`config.mk`:
```
export PLATFORM = sky130hd
export DESIGN_NAME = tmr_upcount
export DESIGN_NICKNAME = d
export VERILOG_FILES = /design/src/rtl/tcnt_pkg.sv /design/src/rtl/tcnt_evt_sync.sv /design/src/rtl/tcnt_tick_sel.sv /design/src/rtl/tcnt_core.sv /design/src/rtl/tcnt_rd_latch.sv /design/src/rtl/tmr_upcount.sv
export SDC_FILE = /design/constraint.sdc
export NUM_CORES = 1
export LEC_CHECK = 0
export ABC_AREA = 1
export BUFFER_PORTS_ARGS = -buffer_cell sky130_fd_sc_hd__buf_4
export CAP_MARGIN = 5
export CORE_MARGIN = 4
export CORE_UTILIZATION = 30
export DETAILED_ROUTE_END_ITERATION = 10
export GPL_TIMING_DRIVEN = 1
export RECOVER_POWER = 100
export SLEW_MARGIN = 25
export SYNTH_ARGS = -nofsm -noshare
export SYNTH_HDL_FRONTEND = slang
export SYNTH_SLANG_ARGS = --single-unit
```
`constraint.sdc`:
```
create_clock -name clk -period 4.21 [get_ports clk]
set_input_delay 0.2105 -clock clk [delete_from_list [all_inputs] [get_ports clk]]
set_output_delay 0.2105 -clock clk [all_outputs]
set_load 0.03 [all_outputs]
```
`src/rtl/tcnt_pkg.sv`:
```
package tcnt_pkg;

    typedef enum logic [1:0] {
        SRC_DIV1  = 2'd0,
        SRC_DIV4  = 2'd1,
        SRC_DIV16 = 2'd2,
        SRC_EXT   = 2'd3
    } tick_src_e;

endpackage

```
`src/rtl/tcnt_evt_sync.sv`:
```
module tcnt_evt_sync #(
    parameter int STAGES = 2
) (
    input  logic clk,
    input  logic rst_n,
    input  logic evt_async,
    output logic evt_tick
);
    typedef struct packed {
        logic [STAGES-1:0] sync;
        logic              prev;
    } sync_st_t;

    sync_st_t st_d, st_q;

    always_comb begin
        st_d = st_q;
        st_d.sync[0] = evt_async;
        for (int i = 1; i < STAGES; i++) begin
            st_d.sync[i] = st_q.sync[i-1];
        end
        st_d.prev = st_q.sync[STAGES-1];
    end

    always_ff @(posedge clk or negedge rst_n) begin
        if (!rst_n) st_q <= '0;
        else        st_q <= st_d;
    end

    assign evt_tick = st_q.sync[STAGES-1] & ~st_q.prev;

    // one event per rising level, never two in a row
    assert_ext_single_R4: assert property (@(posedge clk) disable iff (!rst_n)
        evt_tick |=> !evt_tick);

endmodule

```
`src/rtl/tcnt_tick_sel.sv`:
```
module tcnt_tick_sel
    import tcnt_pkg::*;
(
    input  tick_src_e src,
    input  logic      tick_div1,
    input  logic      tick_div4,
    input  logic      tick_div16,
    input  logic      tick_ext,
    output logic      tick
);
    always_comb begin
        unique case (src)
            SRC_DIV1:  tick = tick_div1;
            SRC_DIV4:  tick = tick_div4;
            SRC_DIV16: tick = tick_div16;
            SRC_EXT:   tick = tick_ext;
            default:   tick = 1'b0;
        endcase
    end
endmodule

```
`src/rtl/tcnt_core.sv`:
```
module tcnt_core #(
    parameter int WIDTH = 16
) (
    input  logic             clk,
    input  logic             rst_n,
    input  logic             run_en,
    input  logic             clr_en,
    input  logic             tick,
    input  logic [WIDTH-1:0] cmp_val,
    output logic [WIDTH-1:0] cnt,
    output logic             ovf
);
    localparam logic [WIDTH-1:0] CNT_MAX = {WIDTH{1'b1}};

    typedef struct packed {
        logic [WIDTH-1:0] cnt;
        logic             ovf;
    } core_st_t;

    core_st_t st_d, st_q;
    logic     hit;

    assign hit = clr_en && (st_q.cnt == cmp_val);

    always_comb begin
        st_d     = st_q;
        st_d.ovf = 1'b0;
        if (!run_en) begin
            st_d.cnt = '0;
        end else if (tick) begin
            if (hit) begin
                st_d.cnt = '0;
            end else begin
                st_d.cnt = st_q.cnt + 1'b1;
                st_d.ovf = (st_q.cnt == CNT_MAX);
            end
        end
    end

    always_ff @(posedge clk or negedge rst_n) begin
        if (!rst_n) st_q <= '0;
        else        st_q <= st_d;
    end

    assign cnt = st_q.cnt;
    assign ovf = st_q.ovf;

    assert_stop_zero_R2: assert property (@(posedge clk) disable iff (!rst_n)
        !run_en |=> (cnt == '0));

    assert_idle_hold_R3: assert property (@(posedge clk) disable iff (!rst_n)
        (run_en && !tick) |=> $stable(cnt));

    assert_match_clear_R5: assert property (@(posedge clk) disable iff (!rst_n)
        (run_en && tick && clr_en && cnt == cmp_val) |=> (cnt == '0));

    assert_ovf_pulse_R7: assert property (@(posedge clk) disable iff (!rst_n)
        ovf |=> !ovf);

    assert_ovf_cause_R7: assert property (@(posedge clk) disable iff (!rst_n)
        ovf |-> (cnt == '0 && $past(cnt) == CNT_MAX));

    assert_no_ovf_on_clear_R8: assert property (@(posedge clk) disable iff (!rst_n)
        (run_en && tick && clr_en && cnt == cmp_val) |=> !ovf);

endmodule

```
`src/rtl/tcnt_rd_latch.sv`:
```
module tcnt_rd_latch #(
    parameter int WIDTH  = 16,
    parameter int BYTE_W = 8
) (
    input  logic              clk,
    input  logic              rst_n,
    input  logic              rd_lo,
    input  logic              rd_hi,
    input  logic [WIDTH-1:0]  cnt,
    output logic [BYTE_W-1:0] rd_data
);
    localparam int HI_LSB = WIDTH - BYTE_W;

    typedef struct packed {
        logic [WIDTH-1:0]  snap;
        logic [BYTE_W-1:0] rdata;
    } rd_st_t;

    rd_st_t st_d, st_q;

    always_comb begin
        st_d = st_q;
        if (rd_lo) begin
            st_d.snap  = cnt;
            st_d.rdata = cnt[BYTE_W-1:0];
        end else if (rd_hi) begin
            st_d.rdata = st_q.snap[HI_LSB +: BYTE_W];
        end
    end

    always_ff @(posedge clk or negedge rst_n) begin
        if (!rst_n) st_q <= '0;
        else        st_q <= st_d;
    end

    assign rd_data = st_q.rdata;

    // low read returns the pre-edge count byte
    assert_lo_capture_R9: assert property (@(posedge clk) disable iff (!rst_n)
        rd_lo |=> (rd_data == $past(cnt[BYTE_W-1:0])));

    assert_rd_hold_R10: assert property (@(posedge clk) disable iff (!rst_n)
        (!rd_lo && !rd_hi) |=> $stable(rd_data));

endmodule

```
`src/rtl/tmr_upcount.sv`:
```
module tmr_upcount
    import tcnt_pkg::*;
#(
    parameter int WIDTH       = 16,
    parameter int BYTE_W      = 8,
    parameter int SYNC_STAGES = 2
) (
    input  logic              clk,
    input  logic              rst_n,
    input  logic              run_en,
    input  logic              clr_en,
    input  logic [1:0]        clk_sel,
    input  logic              tick_div1,
    input  logic              tick_div4,
    input  logic              tick_div16,
    input  logic              ext_evt,
    input  logic [WIDTH-1:0]  cmp_val,
    input  logic              rd_lo,
    input  logic              rd_hi,
    output logic [BYTE_W-1:0] rd_data,
    output logic [WIDTH-1:0]  count_o,
    output logic              ovf_irq
);
    logic ext_tick;
    logic tick;

    tcnt_evt_sync #(.STAGES(SYNC_STAGES)) u_sync (
        .clk       (clk),
        .rst_n     (rst_n),
        .evt_async (ext_evt),
        .evt_tick  (ext_tick)
    );

    tcnt_tick_sel u_sel (
        .src        (tick_src_e'(clk_sel)),
        .tick_div1  (tick_div1),
        .tick_div4  (tick_div4),
        .tick_div16 (tick_div16),
        .tick_ext   (ext_tick),
        .tick       (tick)
    );

    tcnt_core #(.WIDTH(WIDTH)) u_core (
        .clk     (clk),
        .rst_n   (rst_n),
        .run_en  (run_en),
        .clr_en  (clr_en),
        .tick    (tick),
        .cmp_val (cmp_val),
        .cnt     (count_o),
        .ovf     (ovf_irq)
    );

    tcnt_rd_latch #(.WIDTH(WIDTH), .BYTE_W(BYTE_W)) u_rd (
        .clk     (clk),
        .rst_n   (rst_n),
        .rd_lo   (rd_lo),
        .rd_hi   (rd_hi),
        .cnt     (count_o),
        .rd_data (rd_data)
    );

    // an unselected strobe never moves the count
    assert_unselected_R3: assert property (@(posedge clk) disable iff (!rst_n)
        (run_en && clk_sel == 2'd1 && !tick_div4) |=> $stable(count_o));

endmodule

```
==> results of run 1 <==
## registers in the layout, summed over array words and instances (netlist names)
name / cells
u_core.cnt: 16
u_core.ovf: 1
u_rd.rd_data: 8
u_rd.st_q: 8
u_sync.st_d: 2
u_sync.st_q: 1
## power breakdown
part	internal (uW)	switching, uW	total [uW]
sequential	351	5.74	357
clock	176	130	305
combinational	29.8	52.4	82.2
## timing repair
action	CTS	global route
hold buffers	1	0
buffers inserted	0	0
endpoints found under the hold margin	36	0
## cells by family (layout without fill, tap and decap cells)
logic type	Yosys count	after routing	synth area share (%)
AO/OA/AOI/OAI	55	55	15.9
XOR/XNOR	6	6	2.42
adder cells (fa/ha/maj)	1	1	0.577
buffers and inverters	48	92	11.2
flip-flops	36	36	41.6
AND/OR/NAND/NOR	133	133	28.3
## cells in the mapped netlist (2+ instances only)
| cell | n |
|---|---|
| nand2_1 | 87 |
| dfrtp_1 | 36 |
| o21ai_0 | 27 |
| inv_1 | 26 |
| nor2_1 | 15 |
| nand3_1 | 14 |
| buf_4 | 11 |
| o21ai_2 | 8 |
| a21oi_1 | 6 |
| xnor2_1 | 5 |
| buf_2 | 4 |
| inv_2 | 4 |
| a22oi_1 | 3 |
| nor2_2 | 3 |
| o211ai_1 | 3 |
| o221ai_1 | 3 |
| nand3_2 | 2 |
| nand4_1 | 2 |
| nor2_4 | 2 |
| nor3_1 | 2 |
| o21ai_1 | 2 |
## how the worst min path moves through the flow
stage	start	end	cells past startpoint
finish	ext_evt	u_sync.st_d[2]	1
global route	ext_evt	u_sync.st_d[2]	1
CTS	ext_evt	u_sync.st_d[2]	1
detailed placement	rst_n	u_sync.st_d[0]	1
global placement	rst_n	u_sync.st_q[0]	1
floorplan	rst_n	u_core.cnt[0]	0
## layer usage
layer | track usage, % | up-vias
li1 | - | 977
met1 | 18.6 | 908
met2 | 21.8 | 70
met3 | 4.34 | 7
met4 | 3.30 | 0
met5 | 0 | -
## final cells by class
type                            instances  area, um2
Clock buffer                            6       72.6
Clock inverter                          2       35.0
Fill cell                             796       4370
Inverter                               31        116
Multi-Input combinational cell        195        991
Sequential cell                        36        901
Tap cell                               96        120
Timing Repair Buffer                   53        299
## per-stage QoR
step | util, % | total power, uW | cells
after detailed placement | 36.9 | 454 | 410
after global placement | 36.9 | 453 | 410
final | 36.7 | 744 | 419
after global routing | 36.7 | 779 | 419
after CTS | 38.6 | 760 | 419
after floorplan | - | 415 | 279
==> impl_metrics.ini, run 1 <==
[synthesis]
ys_types = 35
synth_top_area_share_pct = 41.6
syn_inst = 279
synthTopCellsByArea = dfrtp_1, nand2_1, o21ai_0
syn_area_per_cell_um2 = 7.77
yosysTopAreaCell = dfrtp_1
async_flop_share_pct = 100
syn_nets = 308
syn-cell-area_um2 = 2170
ys_warn_count = 0
ys_ff_latch = 36
synth-edff-count = 0
synth_flop_cell = dfrtp_1
yosysSeqAreaShare_pct = 41.6

[critical_path]
crit_path_top_delay_cell = clkbuf_1
reg2reg_depth = 7
arrival_ns = 2.17
r2r_start = u_sync.st_d[0]
ff2ff_setup_slack_ns = 2.23
start_kind = input port
cp_num_buf_inv = 2
cp.depth = 2
crit_start = rst_n
critical_path.max_stage_delay_ns = 1.41
path_cells = dlygate4sd3_1 -> clkbuf_1
crit_required_ns = 4.22
rr_endpoint = u_core.cnt[9]
endpoint_kind = async pin
critPathMaxFanout = 36
endpoint = u_rd.st_q[23]
crit_family = buffers and inverters
path_class = input port to async pin

[layout]
fin_area_um2 = 2530
layout_common_cells = nand2_1, dfrtp_1, o21ai_0, clkbuf_1, inv_1
drive_above_1_share_pct = 15.5
area_growth_pct = 17.0
final_common_cell = nand2_1
final_nets = 351
diodes = 0

[drt]
met2_length_mm = 2.59
post-route-drc-count = 0
num_vias = 1962
wl_per_cell_um = 13.7
ant_nets = 0
highest_layer = met4
drtIter0Drc = 103
routed-wl-met3_um = 474
avgViaCountPerCell = 4.68
firstDrtPassIters = 4
wl_met1_mm = 2.60
wirelength_mm = 5.72

[sta]
period_needed_ns = 2.16
timing.setup.tns_ns = 0
finalSetupViolCount = 0
hold_slack_ns = 0.0477
rsz0062_at_grt = false
finalHoldViolCount = 0
fin_crit_sh_pct = 51.2
max_freq_ghz = 0.464
clock_skew_ns = 0.00976
setup_slack_ns = 2.05
tightest_slew_ns = 1.98
slew_headroom_pct = -31.9
slew_violations = 37

[global_route]
grt_max_degree = 37
grt_pass1_wl_mm = 9.50
grt_pass1_vias = 1901
grtUsageTotal_pct = 13.9
antenna_found_initial = 0
grt_overflow = 0

[clock_network]
numCtsBuffers = 5
root_buffer = clkbuf_8
clock_path_buffers = 2
clkTransAtPathRegs_ns = 0.07
htreeDepth = 2
cts_tree = done
cts.sinks = 36
cts.repair.resized = 0
worst_skew_pair.late_latency_ns = 0.29

[placement]
place.gp.congestion = 0.825
dp_worst_setup_slack_ns = 2.50
hpwl_mm = 4.27
dpl-instance-area_um2 = 2550
io_buffers = 52

[die]
start_util_pct = 31.4
io_pins = 53
core_um2 = 6910
die-area_um2 = 8650
die_x_um = 93.0
chipHeight_um = 93.0
rows = 30

[pwr]
power_density_nw_per_um2 = 294
power.leakage_uw = 0.00110
vdd_drop_max_v = 0.000111

[run]
cap_violations = 1

[min_path]
min_path_type = input port to flip-flop

[outcome]
run_status = finished, violations left
violations = max-capacitance violations, max-slew violations
No activity file was read; power rests on OpenSTA's default activity.
==> run 2, diff against run 1 <==
==> constraint.sdc (replaced) <==
create_clock -name clk -period 2.1 [get_ports clk]
set_input_delay 0.105 -clock clk [delete_from_list [all_inputs] [get_ports clk]]
set_output_delay 0.105 -clock clk [all_outputs]
set_load 0.03 [all_outputs]
==> impl_metrics.ini, run 2 (synthesis results as in run 1) <==
[drt]
post-route-drc-count = 0
firstDrtPassIters = 4
drtIter0Drc = 135
wirelength_mm = 5.96
ant_nets = 0
wl_per_cell_um = 14.1
num_vias = 1958
avgViaCountPerCell = 4.63

[layout]
area_growth_pct = 18.5
multi_input_area_um2 = 991
final_common_cell = nand2_1
largest_reg_flops = 16
diodes = 0
fillCellCount = 796
utilization_pct = 37.2
final_nets = 355
layout_common_cells = nand2_1, dfrtp_1, o21ai_0, clkbuf_1, buf_4
regArea_um2 = 901
drive_above_1_share_pct = 17.4

[sta]
fin_crit_sh_pct = 85.8
tightest_slew_ns = 0.886
finalSetupViolCount = 0
slew_headroom_pct = 40.9
period_needed_ns = 1.80
finalHoldViolCount = 0
clock_skew_ns = 0.00290
rsz0062_at_grt = false
max_freq_ghz = 0.555
setup_slack_ns = 0.298
slew_violations = 0
timing.setup.tns_ns = 0

[clock_network]
clock_path_buffers = 2
worst_skew_pair.late_latency_ns = 0.29
cts.repair.resized = 0
cts_tree = done
htreeDepth = 2
numCtsBuffers = 5
cts_setup_buffers = 0
cts.sinks = 36
root_buffer = clkbuf_8
clkTransAtPathRegs_ns = 0.07

[critical_path]
crit_path_top_delay_cell = dfrtp_1
path_cells = ha_1 -> nand2_1 -> nor2_4 -> nand3_4 -> nor2_1 -> nand3_1 -> nand3b_4 -> nor2_2
critPathMaxFanout = 7
arrival_ns = 2.02
crit_start = u_core.cnt[0]
crit_required_ns = 2.32
path_class = flip-flop to flip-flop
endpoint_kind = flip-flop
r2r_start = u_core.cnt[0]
critical_path.max_stage_delay_ns = 0.48
ff2ff_setup_slack_ns = 0.30
start_kind = flip-flop

[global_route]
grt_max_degree = 37
grt_pass1_vias = 1872
grt_pass1_wl_mm = 9.56
antenna_found_initial = 0
grt_overflow = 0
grtUsageTotal_pct = 14.0

[die]
start_util_pct = 31.4
chipHeight_um = 93.0
rows = 30
die_x_um = 93.0
core_um2 = 6910
io_pins = 53
die-area_um2 = 8650

[pwr]
vdd_drop_max_v = 0.000244
power.leakage_uw = 0.00111
power_density_nw_per_um2 = 583

[run]
cap_violations = 0

[placement]
io_buffers = 52
place.gp.congestion = 0.833
dp_worst_setup_slack_ns = 0.394
hpwl_mm = 4.48

[min_path]
min_from = run_en
min_path_type = input port to flip-flop

[outcome]
run_status = finished, final reports clean
-- run 2: critical path, delay by kind of cell, from the launching register on --
| kind | cells | cell delay [ns] |
|---|---|---|
| adders and majority gates | 1 | 0.23 |
| DFF | 1 | 0.48 |
| and+or+nand+nor | 7 | 1.03 |
-- run 2: final timing paths --
kind,endpoint,cells after the start
max in group asynchronous,u_rd.st_q[19],2
setup reg to reg,u_core.ovf,8
setup / recovery,u_core.ovf,8
min in group asynchronous,u_sync.st_d[0],2
hold / removal,u_core.ovf,3
hold reg to reg,u_sync.st_d[0],0
-- run 2: report_power, final --
| group | total, uW | switching (uW) | internal, uW |
|---|---|---|---|
| clock network | 606 | 253 | 352 |
| registers | 716 | 12.3 | 703 |
| logic | 175 | 109 | 65.5 |
| total | 1500 | 375 | 1120 |
-- run 2: final cells by class --
| class | instances | area share [%] |
|---|---|---|
| repair buffers | 57 | 13.0 |
| flip-flops and latches | 36 | 35.1 |
| inverters | 31 | 4.53 |
| multi-input cells | 195 | 38.6 |
| clock inverters | 2 | 1.36 |
| well taps | 96 | 4.68 |
| clock buffers | 6 | 2.83 |
-- run 2: through the flow --
step | cell area (um2) | total power [uW] | hold slack [ns] | cells
floorplan | 2170 | 831 | -0.191 | 279
global placement | 2570 | 912 | 0.0931 | 413
detailed placement | 2570 | 915 | 0.0915 | 413
CTS | 2700 | 1520 | 0.117 | 423
global route | 2570 | 1560 | 0.145 | 423
finish | 2570 | 1500 | 0.141 | 423
-- run 2: layer usage --
metal  GRT usage, %  wire length, um  up-vias  part of all wire, %
li1               -                -      984                    -
met1           18.3             2740      914                   46
met2           23.5             2790       55                   47
met3           3.38              377        5                  6.3
met4           3.30               55        0                 0.92
met5              0                0        -                    0
-- run 2: what timing repair did --
action,4_1_cts,5_1_grt
endpoints found under the setup margin,0,0
hold buffers,2,0
endpoints found under the hold margin,37,0
==> run 3, diff against run 2 <==
--- a/config.mk
+++ b/config.mk
@@ -5,7 +5,6 @@
 export SDC_FILE = /design/constraint.sdc
 export NUM_CORES = 1
 export LEC_CHECK = 0
-export ABC_AREA = 1
 export BUFFER_PORTS_ARGS = -buffer_cell sky130_fd_sc_hd__buf_4
 export CAP_MARGIN = 5
 export CORE_MARGIN = 4
==> impl_metrics.ini, run 3 <==
[outcome]
run_status = finished, final reports clean

[critical_path]
crit_path_top_delay_cell = dfrtp_1
arrival_ns = 2.13
start_kind = flip-flop
critical_path.max_stage_delay_ns = 0.49
critPathMaxFanout = 10
crit_required_ns = 2.28
path_cells = xor2_1 -> nor4_1 -> nand3_1 -> o31ai_2 -> buf_4 -> nor2_1
path_class = flip-flop to flip-flop
endpoint_kind = flip-flop

[die]
io_pins = 53
die-area_um2 = 7890
rows = 29
core_um2 = 6350
die_x_um = 88.8
chipHeight_um = 88.8
start_util_pct = 30.9

[synthesis]
ys_types = 34
synth_flop_cell = dfrtp_1
ys_warn_count = 0
syn-cell-area_um2 = 1960
syn_inst = 185
ys_ff_latch = 36
syn_area_per_cell_um2 = 10.6
syn_nets = 214
yosys-top-cells-count = dfrtp_1, xor2_1, nand2_1, nor2_1
synth_top_area_share_pct = 46.0
synth-edff-count = 0
async_flop_share_pct = 100
yosysSeqAreaShare_pct = 46.0
synthTopCellsByArea = dfrtp_1, xor2_1, mux2_2
yosysTopAreaCell = dfrtp_1
yosysMostFrequentCell = dfrtp_1

[drt]
firstDrtPassIters = 4
drtIter0Drc = 69
avgViaCountPerCell = 4.72
wirelength_mm = 4.76
post-route-drc-count = 0
ant_nets = 0
wl_per_cell_um = 14.8
num_vias = 1515

[sta]
period_needed_ns = 1.95
rsz0062_at_grt = false
fin_crit_sh_pct = 92.7
slew_headroom_pct = 40.1
finalHoldViolCount = 0
hold_slack_ns = 0.0911
slew_violations = 0
clock_skew_ns = 0.00488
finalSetupViolCount = 0
max_freq_ghz = 0.514
tightest_slew_ns = 0.898
timing.setup.tns_ns = 0

[pwr]
p_clk_share_pct = 37.2
swShare_pct = 25.8
p_switching_uw = 363
power.leakage_uw = 0.00111
pwr-share-seq_pct = 50.4
power_density_nw_per_um2 = 579
vdd_drop_max_v = 0.000236
p_comb_share_pct = 12.4
internal-power_uw = 1050

[clock_network]
cts.sinks = 36
cts.repair.resized = 0
clkTransAtPathRegs_ns = 0.08
cts_tree = done
htreeDepth = 2
clock_path_buffers = 2
worst_skew_pair.late_latency_ns = 0.29
root_buffer = clkbuf_8
numCtsBuffers = 5
cts_setup_buffers = 0

[global_route]
grt_busiest_layer = met2
grt.met2_usage_pct = 20.0
grt_pass1_vias = 1608
grtUsageTotal_pct = 13.2
grt_overflow = 0
antenna_found_initial = 0
use_met3_pct = 4.10
grt_pass1_wl_mm = 7.94
grt_max_degree = 37
grtUsageMet1_pct = 18.1

[layout]
diodes = 0
final_nets = 272
layout_common_cells = dfrtp_1, clkbuf_1, buf_4, xor2_1
final_common_cell = dfrtp_1
largest_reg_flops = 16
area_growth_pct = 24.3
drive_above_1_share_pct = 24.2

[placement]
place.gp.congestion = 0.835
hpwl_mm = 3.74
io_buffers = 52

[run]
cap_violations = 0

[min_path]
min_path_type = input port to flip-flop
[run 3: power by group through the flow]
stage	Sequential, uW	Clock [uW]	Combinational (uW)
global route	711	577	194
finish	710	524	175
global placement	724	0	184
detailed placement	724	0	184
floorplan	736	0	80.7
CTS	710	539	187
[run 3: per-stage QoR]
step	util (%)	setup slack (ns)	total power [uW]	instance area (um2)	cells
floorplan	-	0.187	817	1960	185
global placement	38.6	0.188	908	2450	311
detailed placement	38.6	0.152	908	2450	311
CTS	40.4	0.127	1440	2560	321
global route	38.3	0.0160	1480	2430	321
finish	38.3	0.153	1410	2430	321
[run 3: cell families after synthesis]
kind of cell / synth area share [%]
AOI/OAI and AO/OA: 4.09
xor gates and xnor gates: 13.0
adders and majority gates: 0.638
buffers and inverters: 6.39
DFF: 46.0
muxes: 11.0
and+or+nand+nor: 19.0
[run 3: repair_timing]
item                                   in CTS  in global routing
endpoints found under the hold margin      37                  0
setup endpoints to repair                   0                  0
hold buffers                                2                  0
[run 3: cell type report]
cell class	count	area (um2)
clock buffer	6	82.6
sequential	36	901
clock inverter	2	13.8
multi-input combinational	127	933
inverter	4	15.0
timing repair buffer	69	393
tap	77	96.3
fill	651	3920
[run 3: critical path: cells and delay by family (launching register included)]
kind,cells,cell delay [ns]
AND/OR/NAND/NOR,3,0.52
XOR/XNOR,1,0.20
buffers and inverters,1,0.24
flip-flops,1,0.49
AO/OA/AOI/OAI,1,0.38
[run 3: metal layers]
layer	routed length, um	up-vias
met4	76	0
met1	2280	722
li1	-	740
met5	0	-
met2	2040	43
met3	359	10
[run 3: path summary, 6_finish.rpt]
path                                 from        endpoint  slack, ns  depth (start not counted)
max in group asynchronous           rst_n  u_sync.st_q[0]       1.07                          2
min reg2reg                u_sync.st_d[2]  u_sync.st_d[0]       0.36                          0
min                                run_en      u_core.ovf       0.09                          3
max                         u_core.cnt[7]   u_core.cnt[6]       0.15                          6
min in group asynchronous           rst_n   u_rd.st_q[16]       0.47                          2
max reg2reg                 u_core.cnt[7]   u_core.cnt[6]       0.15                          6
